**src/rtl/pwm_pkg.sv**
```systemverilog
`timescale 1ns/1ps
package pwm_pkg;
  typedef enum logic {
    CAR_SAW = 1'b0,
    CAR_TRI = 1'b1
  } car_shape_e;
endpackage

```
**src/rtl/pwm_carrier_gen.sv**
```systemverilog
`timescale 1ns/1ps
// Phase rotation of the time-base count and carrier shaping (combinational).
module pwm_carrier_gen
  import pwm_pkg::*;
#(
  parameter int CW = 8
) (
  input  logic [CW-1:0] tb_count,
  input  logic [CW-1:0] period,
  input  logic [CW-1:0] phase_act,
  input  car_shape_e    shape,
  output logic [CW-1:0] carrier,
  output logic          at_zero,
  output logic          at_peak
);
  localparam int SW = CW + 1;

  logic [SW-1:0] sum_w;
  logic [SW-1:0] wrap_w;
  logic [CW-1:0] shifted;
  logic [CW-1:0] half;
  logic [CW-1:0] mirror;

  always_comb begin
    sum_w  = {1'b0, tb_count} + {1'b0, phase_act};
    wrap_w = sum_w - {1'b0, period};
    if (sum_w >= {1'b0, period}) shifted = wrap_w[CW-1:0];
    else                         shifted = sum_w[CW-1:0];
    half   = period >> 1;
    mirror = period - shifted - CW'(1);
  end

  always_comb begin
    if (shape == CAR_SAW)   carrier = shifted;
    else if (shifted < half) carrier = {shifted[CW-2:0], 1'b0};
    else                    carrier = {mirror[CW-2:0], 1'b1};
  end

  assign at_zero = (shifted == '0);
  assign at_peak = (shape == CAR_TRI) && (shifted == half);
endmodule

```
**src/rtl/pwm_shadow_cmp.sv**
```systemverilog
`timescale 1ns/1ps
// Shadow and active duty/phase registers plus the registered comparator.
module pwm_shadow_cmp #(
  parameter int CW = 8
) (
  input  logic          clk,
  input  logic          rst,
  input  logic          enable,
  input  logic          wr_stb,
  input  logic [CW-1:0] duty_wr,
  input  logic [CW-1:0] phase_wr,
  input  logic          at_zero,
  input  logic          at_peak,
  input  logic          dbl_rate,
  input  logic          saw_mode,
  input  logic [CW-1:0] carrier,
  output logic [CW-1:0] phase_act,
  output logic          cmp_out
);
  logic [CW-1:0] duty_sh;
  logic [CW-1:0] phase_sh;
  logic [CW-1:0] duty_act;
  logic [CW-1:0] duty_eff;
  logic          upd;

  assign upd      = at_zero || (dbl_rate && at_peak);
  assign duty_eff = upd ? duty_sh : duty_act;

  always_ff @(posedge clk) begin
    if (rst) begin
      duty_sh   <= '0;
      phase_sh  <= '0;
      duty_act  <= '0;
      phase_act <= '0;
      cmp_out   <= 1'b0;
    end else begin
      if (wr_stb) begin
        duty_sh  <= duty_wr;
        phase_sh <= phase_wr;
      end
      if (upd) begin
        duty_act  <= duty_sh;
        phase_act <= phase_sh;
      end
      cmp_out <= enable && (duty_eff > carrier);
    end
  end

  // the active duty moves only on an update event
  assert_active_on_event_R5: assert property (@(posedge clk) disable iff (rst)
    (duty_act != $past(duty_act)) |-> $past(upd));

  // at single rate, a load falls on a zero carrier
  assert_single_zero_R5: assert property (@(posedge clk) disable iff (rst)
    ((duty_act != $past(duty_act)) && !$past(dbl_rate)) |-> ($past(carrier) == '0));

  // in sawtooth mode, a load falls on a zero carrier whatever the rate
  assert_saw_zero_R7: assert property (@(posedge clk) disable iff (rst)
    ((duty_act != $past(duty_act)) && $past(saw_mode)) |-> ($past(carrier) == '0));
endmodule

```
**src/rtl/pwm_deadband.sv**
```systemverilog
`timescale 1ns/1ps
// Complementary output stage with dead-time insertion after each comparator edge.
module pwm_deadband #(
  parameter int DTW = 6
) (
  input  logic           clk,
  input  logic           rst,
  input  logic           enable,
  input  logic           dt_on,
  input  logic [DTW-1:0] dt_len,
  input  logic           cmp_in,
  output logic           gate_hi,
  output logic           gate_lo
);
  logic           cmp_d;
  logic [DTW-1:0] hold;
  logic           use_dt;
  logic           cmp_edge;

  assign use_dt   = dt_on && (dt_len != '0);
  assign cmp_edge = cmp_in ^ cmp_d;

  always_ff @(posedge clk) begin
    if (rst) begin
      cmp_d   <= 1'b0;
      hold    <= '0;
      gate_hi <= 1'b0;
      gate_lo <= 1'b0;
    end else begin
      cmp_d <= cmp_in;
      if (!enable) begin
        hold    <= '0;
        gate_hi <= 1'b0;
        gate_lo <= 1'b0;
      end else if (use_dt && cmp_edge) begin
        hold    <= dt_len - DTW'(1);
        gate_hi <= 1'b0;
        gate_lo <= 1'b0;
      end else if (hold != '0) begin
        hold    <= hold - DTW'(1);
        gate_hi <= 1'b0;
        gate_lo <= 1'b0;
      end else begin
        gate_hi <= cmp_in;
        gate_lo <= !cmp_in;
      end
    end
  end

  assert_no_overlap_R10: assert property (@(posedge clk) disable iff (rst)
    !(gate_hi && gate_lo));

  assert_disable_low_R11: assert property (@(posedge clk) disable iff (rst)
    !enable |=> (!gate_hi && !gate_lo));

  assert_gap_before_hi_R9: assert property (@(posedge clk) disable iff (rst)
    ($rose(gate_hi) && $past(use_dt)) |-> !$past(gate_lo));

  assert_gap_before_lo_R9: assert property (@(posedge clk) disable iff (rst)
    ($rose(gate_lo) && $past(use_dt)) |-> !$past(gate_hi));
endmodule

```
**src/rtl/carrier_pwm.sv**
```systemverilog
`timescale 1ns/1ps
module carrier_pwm
  import pwm_pkg::*;
#(
  parameter int CW  = 8,
  parameter int DTW = 6
) (
  input  logic           clk,
  input  logic           rst,
  input  logic           enable,
  input  logic [CW-1:0]  tb_count,
  input  logic [CW-1:0]  period,
  input  logic           wr_stb,
  input  logic [CW-1:0]  duty_wr,
  input  logic [CW-1:0]  phase_wr,
  input  logic           tri_shape,
  input  logic           dbl_rate,
  input  logic           dt_on,
  input  logic [DTW-1:0] dt_len,
  output logic           gate_hi,
  output logic           gate_lo
);
  car_shape_e    shape;
  logic [CW-1:0] carrier;
  logic [CW-1:0] phase_act;
  logic          at_zero;
  logic          at_peak;
  logic          cmp_q;

  assign shape = tri_shape ? CAR_TRI : CAR_SAW;

  pwm_carrier_gen #(.CW(CW)) u_carrier (
    .tb_count (tb_count),
    .period   (period),
    .phase_act(phase_act),
    .shape    (shape),
    .carrier  (carrier),
    .at_zero  (at_zero),
    .at_peak  (at_peak)
  );

  pwm_shadow_cmp #(.CW(CW)) u_shadow (
    .clk      (clk),
    .rst      (rst),
    .enable   (enable),
    .wr_stb   (wr_stb),
    .duty_wr  (duty_wr),
    .phase_wr (phase_wr),
    .at_zero  (at_zero),
    .at_peak  (at_peak),
    .dbl_rate (dbl_rate),
    .saw_mode (shape == CAR_SAW),
    .carrier  (carrier),
    .phase_act(phase_act),
    .cmp_out  (cmp_q)
  );

  pwm_deadband #(.DTW(DTW)) u_deadband (
    .clk    (clk),
    .rst    (rst),
    .enable (enable),
    .dt_on  (dt_on),
    .dt_len (dt_len),
    .cmp_in (cmp_q),
    .gate_hi(gate_hi),
    .gate_lo(gate_lo)
  );
endmodule

```
**config.mk**
```make
export PLATFORM = sky130hd
export DESIGN_NAME = carrier_pwm
export DESIGN_NICKNAME = d
export VERILOG_FILES = /design/src/rtl/pwm_pkg.sv /design/src/rtl/pwm_carrier_gen.sv /design/src/rtl/pwm_shadow_cmp.sv /design/src/rtl/pwm_deadband.sv /design/src/rtl/carrier_pwm.sv
export SDC_FILE = /design/constraint.sdc
export NUM_CORES = 1
export LEC_CHECK = 0
export ABC_AREA = 1
export BUFFER_PORTS_ARGS = -buffer_cell sky130_fd_sc_hd__clkbuf_2
export CORE_ASPECT_RATIO = 0.75
export CORE_UTILIZATION = 42
export CTS_BUF_LIST = sky130_fd_sc_hd__clkbuf_4
export CTS_CLUSTER_SIZE = 10
export DETAILED_ROUTE_END_ITERATION = 8
export MAX_ROUTING_LAYER = met4
export PLACE_DENSITY = 0.63
export SLEW_MARGIN = 20
export SYNTH_ARGS = -nofsm -noshare
export SYNTH_HDL_FRONTEND = slang
export SYNTH_SLANG_ARGS = --single-unit
```
**constraint.sdc**
```tcl
create_clock -name clk -period 14.32 [get_ports clk]
set_clock_uncertainty 0.2 [all_clocks]
set_input_delay 2.864 -clock clk [delete_from_list [all_inputs] [get_ports clk]]
set_output_delay 2.864 -clock clk [all_outputs]
set_load 0.1 [all_outputs]
```
=== After elaboration in Yosys (flattened, before gate mapping) ===
Index checks and enable logic that the tools add are counted.

* Output and inout port bits: 2
* Input port bits: 45
* Register bits after elaboration: 42
* Logic and storage cells: 41

* $add $sub $neg: 6
* Magnitude comparators: 3
* Reductions and logical operators: 13
* Mux-type cells: 7
* Bitwise gates (word level): 2
* Eq/ne operators: 1

{| class="wikitable"
|+ Operators by type and width
! cell !! number
|-
| $mux W8 || 4
|-
| $mux W6 || 2
|-
| $reduce_bool A6 Y1 || 2
|-
| $sub A6 B1 Y6 const B || 2
|-
| $add A8 B8 Y9 || 1
|-
| $ge A9 B8 Y1 || 1
|-
| $eq A8 B7 Y1 || 1
|-
| $gt A8 B8 Y1 || 1
|-
| $logic_not A8 Y1 || 1
|-
| $lt A8 B7 Y1 || 1
|-
| $sub A8 B8 Y8 || 1
|-
| $sub A7 B1 Y7 const B || 1
|-
| $sub A7 B7 Y7 || 1
|-
| $logic_and A1 B1 Y1 || 5
|-
| $reduce_or A4 Y1 || 1
|-
| $reduce_bool A2 Y1 || 1
|-
| $reduce_or A2 Y1 || 1
|-
| $logic_not A1 Y1 || 1
|-
| $logic_or A1 B1 Y1 || 1
|-
| $mux W1 || 1
|-
| $not A1 Y1 || 1
|-
| $xor A1 B1 Y1 || 1
|}

=== Depth between registers and ports, before layout ===
* Depth in word-level cells: 10
* Gate-level depth with buffers: 36
* Gate-level depth less buffers: 36

=== By module ===
From an unflattened synthesis, not the netlist that was laid out.

* Cells, all modules: 554
* Area, all modules: 3633.5 um^2

{| class="wikitable"
|+ By module, submodules not included
! module !! seq. area each (um^2) !! cells each !! times used !! area each (um^2)
|-
| pwm_carrier_gen || 0.0 || 277 || 1 || 1639.1
|-
| pwm_shadow_cmp || 660.6 || 195 || 1 || 1458.9
|-
| pwm_deadband || 180.2 || 81 || 1 || 531.8
|-
| carrier_pwm || 0.0 || 1 || 1 || 3.8
|}

=== Worst setup path before layout ===
OpenSTA, ideal clock, no wires.

* Path kind: input -> register
* From: input tb_count[0]
* To: register u_shadow.cmp_out
* Arrival time: 7.146 ns
* Buffers on the path: 1
* Data required time: 13.990 ns
* Setup time: 0.130 ns
* Setup slack: 6.844 ns
* Cell stages on the path: 32
* Cells stage by stage: ha_1 fa_1 a21oi_1 xor2_1 ha_1 nand2_1 nand2_1 a21oi_1 nand2_2 nand2_2 nand3_2 buf_6 nand2_1 o21ai_2 fa_1 a21o_1 a21oi_1 inv_1 a21oi_1 nor2_1 nor2_1 nand3b_1 nand2_1 nand2_1 nand2_1 nand2_1 nand2_1 ha_1 nand2_1 nor2_1 a2111oi_0 nor3_1

* Cells in the longest elaborated chain, start to end: 10
* Elaborated cells between the ends (all ways): 17
* Those cells by class: add/sub (4); order compare (3); eq/ne (1); mux (4); reduce/logical (5)

{| class="wikitable"
|+ RTL lines
! what !! line !! text
|-
| start, declared || carrier_pwm.sv:11 || <nowiki>input logic [CW-1:0] tb_count,</nowiki>
|-
| $add A8 B8 Y9 * || pwm_carrier_gen.sv:25 || <nowiki>sum_w = {1'b0, tb_count} + {1'b0, phase_act};</nowiki>
|-
| $sub A8 B8 Y8 or $ge A9 B8 Y1 (tied branches) || pwm_carrier_gen.sv:26, pwm_carrier_gen.sv:27 ||
|-
| $mux W8 * || pwm_carrier_gen.sv:27 || <nowiki>if (sum_w >= {1'b0, period}) shifted = wrap_w[CW-1:0];</nowiki>
|-
| parallel branches: the longest is 5 deep, another holds $sub A7 B7 Y7 || -- ||
|-
| $gt A8 B8 Y1 * || pwm_shadow_cmp.sv:45 || <nowiki>cmp_out <= enable && (duty_eff > carrier);</nowiki>
|-
| $logic_and A1 B1 Y1 * || pwm_shadow_cmp.sv:45 ||
|-
| end signal, assigned || pwm_shadow_cmp.sv:45 ||
|-
| end, declared || pwm_shadow_cmp.sv:18 || <nowiki>output logic cmp_out</nowiki>
|}

Every way passes the cells marked *.
A chain may end at the register's enable or synchronous reset.

=== Final worst setup path ===
* From: input tb_count[2]
* To: register u_shadow.cmp_out

The elaborated chain is that of the path after synthesis.

==> impl_metrics.tcl <==
set metrics [dict create \
    cts.sinks 42 \
    synth_top_cell_area_share_pct 25.0 \
    slowest_stage "ha_1" \
    max_stage_delay_ns 0.36 \
    pin_count 47 \
    worst_hold_slack_ns 0.263 \
    drc 0 \
    cp-start-kind "input port" \
    hold_buffers 0 \
    cp_common_cell "nand2_1" \
    use_met1_pct 27.5 \
    fin_crit_sh_pct 55.6 \
    syn_inst 506 \
    post-synth-top-count-cell "nand2_1" \
    initial_core_util_pct 44.7 \
    cts_tree "built" \
    leakage_nw 2.11 \
    ys_warn_count 0 \
    htreeDepth 2 \
    gp_congestion 0.896 \
    setup_viol 0 \
    grt.busiest_layer "met2" \
    grt.met3_usage_pct 3.43 \
    pwr_density_cell_nw_per_um2 95.2 \
    worstPathRequired_ns 14.35 \
    overflow 0 \
    grt_pass1_vias 2901 \
    irDropWorstVdd_uv 42.4 \
    ys_types 38 \
    io_buffers 46 \
    layout_setup_ws_ns 6.36 \
    drtAntennaViolNets 0 \
    die_w_um 105 \
    syn_area_um2 3370 \
    syn_nets 590 \
    dp_cells 645 \
    grt_first_pass_wirelength_um 12700 \
    globalRouteTotalUtil_pct 19.3 \
    endpoint_kind "flip-flop" \
    synth_top_cell_by_area "dfxtp_1" \
    fp.dieH_um 79.5 \
    dr_total_vias 3213 \
    ys_async_sr_fraction_pct 0 \
    slew_headroom_pct 57.7 \
    fin_crit_ns 7.96 \
    max_cap_violations 0 \
    insertion_delay_ns 0.34 \
    status "finished, final reports clean" \
    drtPass1Iterations 5 \
    wl_per_cell_um 11.6 \
    final-hold-violation-count 0 \
    maxSlewViolCount 0 \
    core-area_um2 7530 \
    worstPathMaxFanout 11 \
    hold_class "reg2reg" \
    cts.repair.resized 0 \
    antenna_found_initial 0 \
    die_area_um2 8380 \
    postCtsSetupBuffers 0 \
    syn_avg_cell_area_um2 6.65 \
    cts_buffers 5 \
    yosysSeqAreaShare_pct 25.0 \
    synth_edf_count 0 \
    drtIter0Drc 158 \
    dpl.hpwl_um 6370 \
    synthFlopType "dfxtp_1" \
    place_ws_ns 6.10 \
    grtUsageMet2_pct 28.7 \
    worstSetupPathType "in2reg" \
    root_buffer "clkbuf_4" \
    grt_max_degree 25 \
    critPathArrivalTime_ns 7.99 \
    area_growth_pct 10.5 \
    fin_cells 652 \
    synth-seq-cells 42 \
    yosys-top-cells-area "dfxtp_1 (25%), nand2_1 (14%), ha_1 (13%)" \
    fp-row-count 27 \
    max_clock_freq_mhz 126 \
    nNetsFinal 635 \
    wl_um 7560 \
    drive_above_1_share_pct 14.2 \
    clk_pin_slew_ns 0.11 \
    fillers 803 \
    routed_via_density 4.93 \
    worstMarginPinSlew_ns 0.634 \
    setup_tns_ns 0 \
    ctsLongestPathBuffers 2 \
    ys_top_cells_by_count "nand2_1 (128), nor2_1 (69), inv_1 (67)" \
    rsz0062_at_grt "false" \
]
[cell families (layout without fill, tap and decap cells)]
group | after synthesis | count (layout) | synth area share (%)
compound gates | 67 | 67 | 11.7
xor+xnor | 12 | 12 | 3.12
simple gates | 264 | 264 | 35.1
mux | 2 | 2 | 0.595
flops | 42 | 42 | 25.0
fa+ha+maj | 39 | 39 | 15.2
other cells | 0 | 1 | 0
buf+inv | 80 | 124 | 9.40
[sequential cells by signal, summed over array words and instances, names as in the netlist]
| signal | flops |
|---|---|
| u_shadow.duty_act | 8 |
| u_shadow.duty_sh | 8 |
| u_deadband.gate_hi | 1 |
| u_shadow.cmp_out | 1 |
| u_deadband.cmp_d | 1 |
| u_shadow.phase_sh | 8 |
| u_shadow.phase_act | 8 |
| u_deadband.hold | 6 |
| u_deadband.gate_lo | 1 |
[layout make-up]
class                      count  area, um2  area share (%)
multi-input combinational    384       2210            59.4
sequential                    42        841            22.6
inverter                      72        270            7.26
timing repair buffer          46        230            6.19
tap                          101        126            3.40
clock buffer                   5       37.5            1.01
clock inverter                 1       3.75           0.101
antenna                        1       2.50          0.0672
[layout by cell type (no fill, tap or decap), drive strengths merged, types with 2 or more instances in the layout]
cell type  instances
nand2            137
nor2              71
inv               71
clkbuf            51
dfxtp             42
ha                36
a21oi             28
nand3             26
o21ai             22
nand3b            11
o21bai             9
xor2               7
nand4              7
xnor2              5
or2                4
nor3               4
nor4               3
fa                 3
mux2i              2
o21a               2
clkinv             2
a21o               2
[metal layers]
| layer | vias up | share of wire (%) |
|---|---|---|
| li1 | 1718 | - |
| met1 | 1420 | 54 |
| met2 | 68 | 41 |
| met3 | 7 | 4.4 |
| met4 | 0 | 0.65 |
| met5 | - | 0 |
[stage by stage]
step	utilization, %	power (mW)	instance area (um2)
after CTS	49.4	0.355	3720
after global placement	48.8	0.302	3680
after global routing	49.4	0.387	3720
after floorplan	-	0.266	3370
final	49.4	0.354	3720
after detailed placement	48.8	0.304	3680
[worst paths after layout]
kind	from	end	slack [ns]	cells after the start
setup / recovery	tb_count[2]	u_shadow.cmp_out$_SDFF_PP0_	6.36	37
hold / removal	u_shadow.cmp_out$_SDFF_PP0_	u_deadband.gate_lo$_SDFF_PP0_	0.26	1
setup reg to reg	u_shadow.phase_act[2]$_SDFFE_PP0N_	u_shadow.cmp_out$_SDFF_PP0_	8.65	36
hold reg to reg	u_shadow.cmp_out$_SDFF_PP0_	u_deadband.gate_lo$_SDFF_PP0_	0.26	1
[critical path, delay by kind of cell]
family                     cells  cell delay [ns]
AOI/OAI and AO/OA              7             1.35
xor gates and xnor gates       1             0.15
adders and majority gates      4             1.34
buffers and inverters          6             0.56
and+or+nand+nor               19             1.72
[power breakdown]
part           switching (mW)  total, mW  internal [mW]
registers             0.00277      0.127          0.124
clock network          0.0348     0.0516         0.0168
logic                   0.110      0.176         0.0657
No activity file was read; power rests on OpenSTA's default activity.
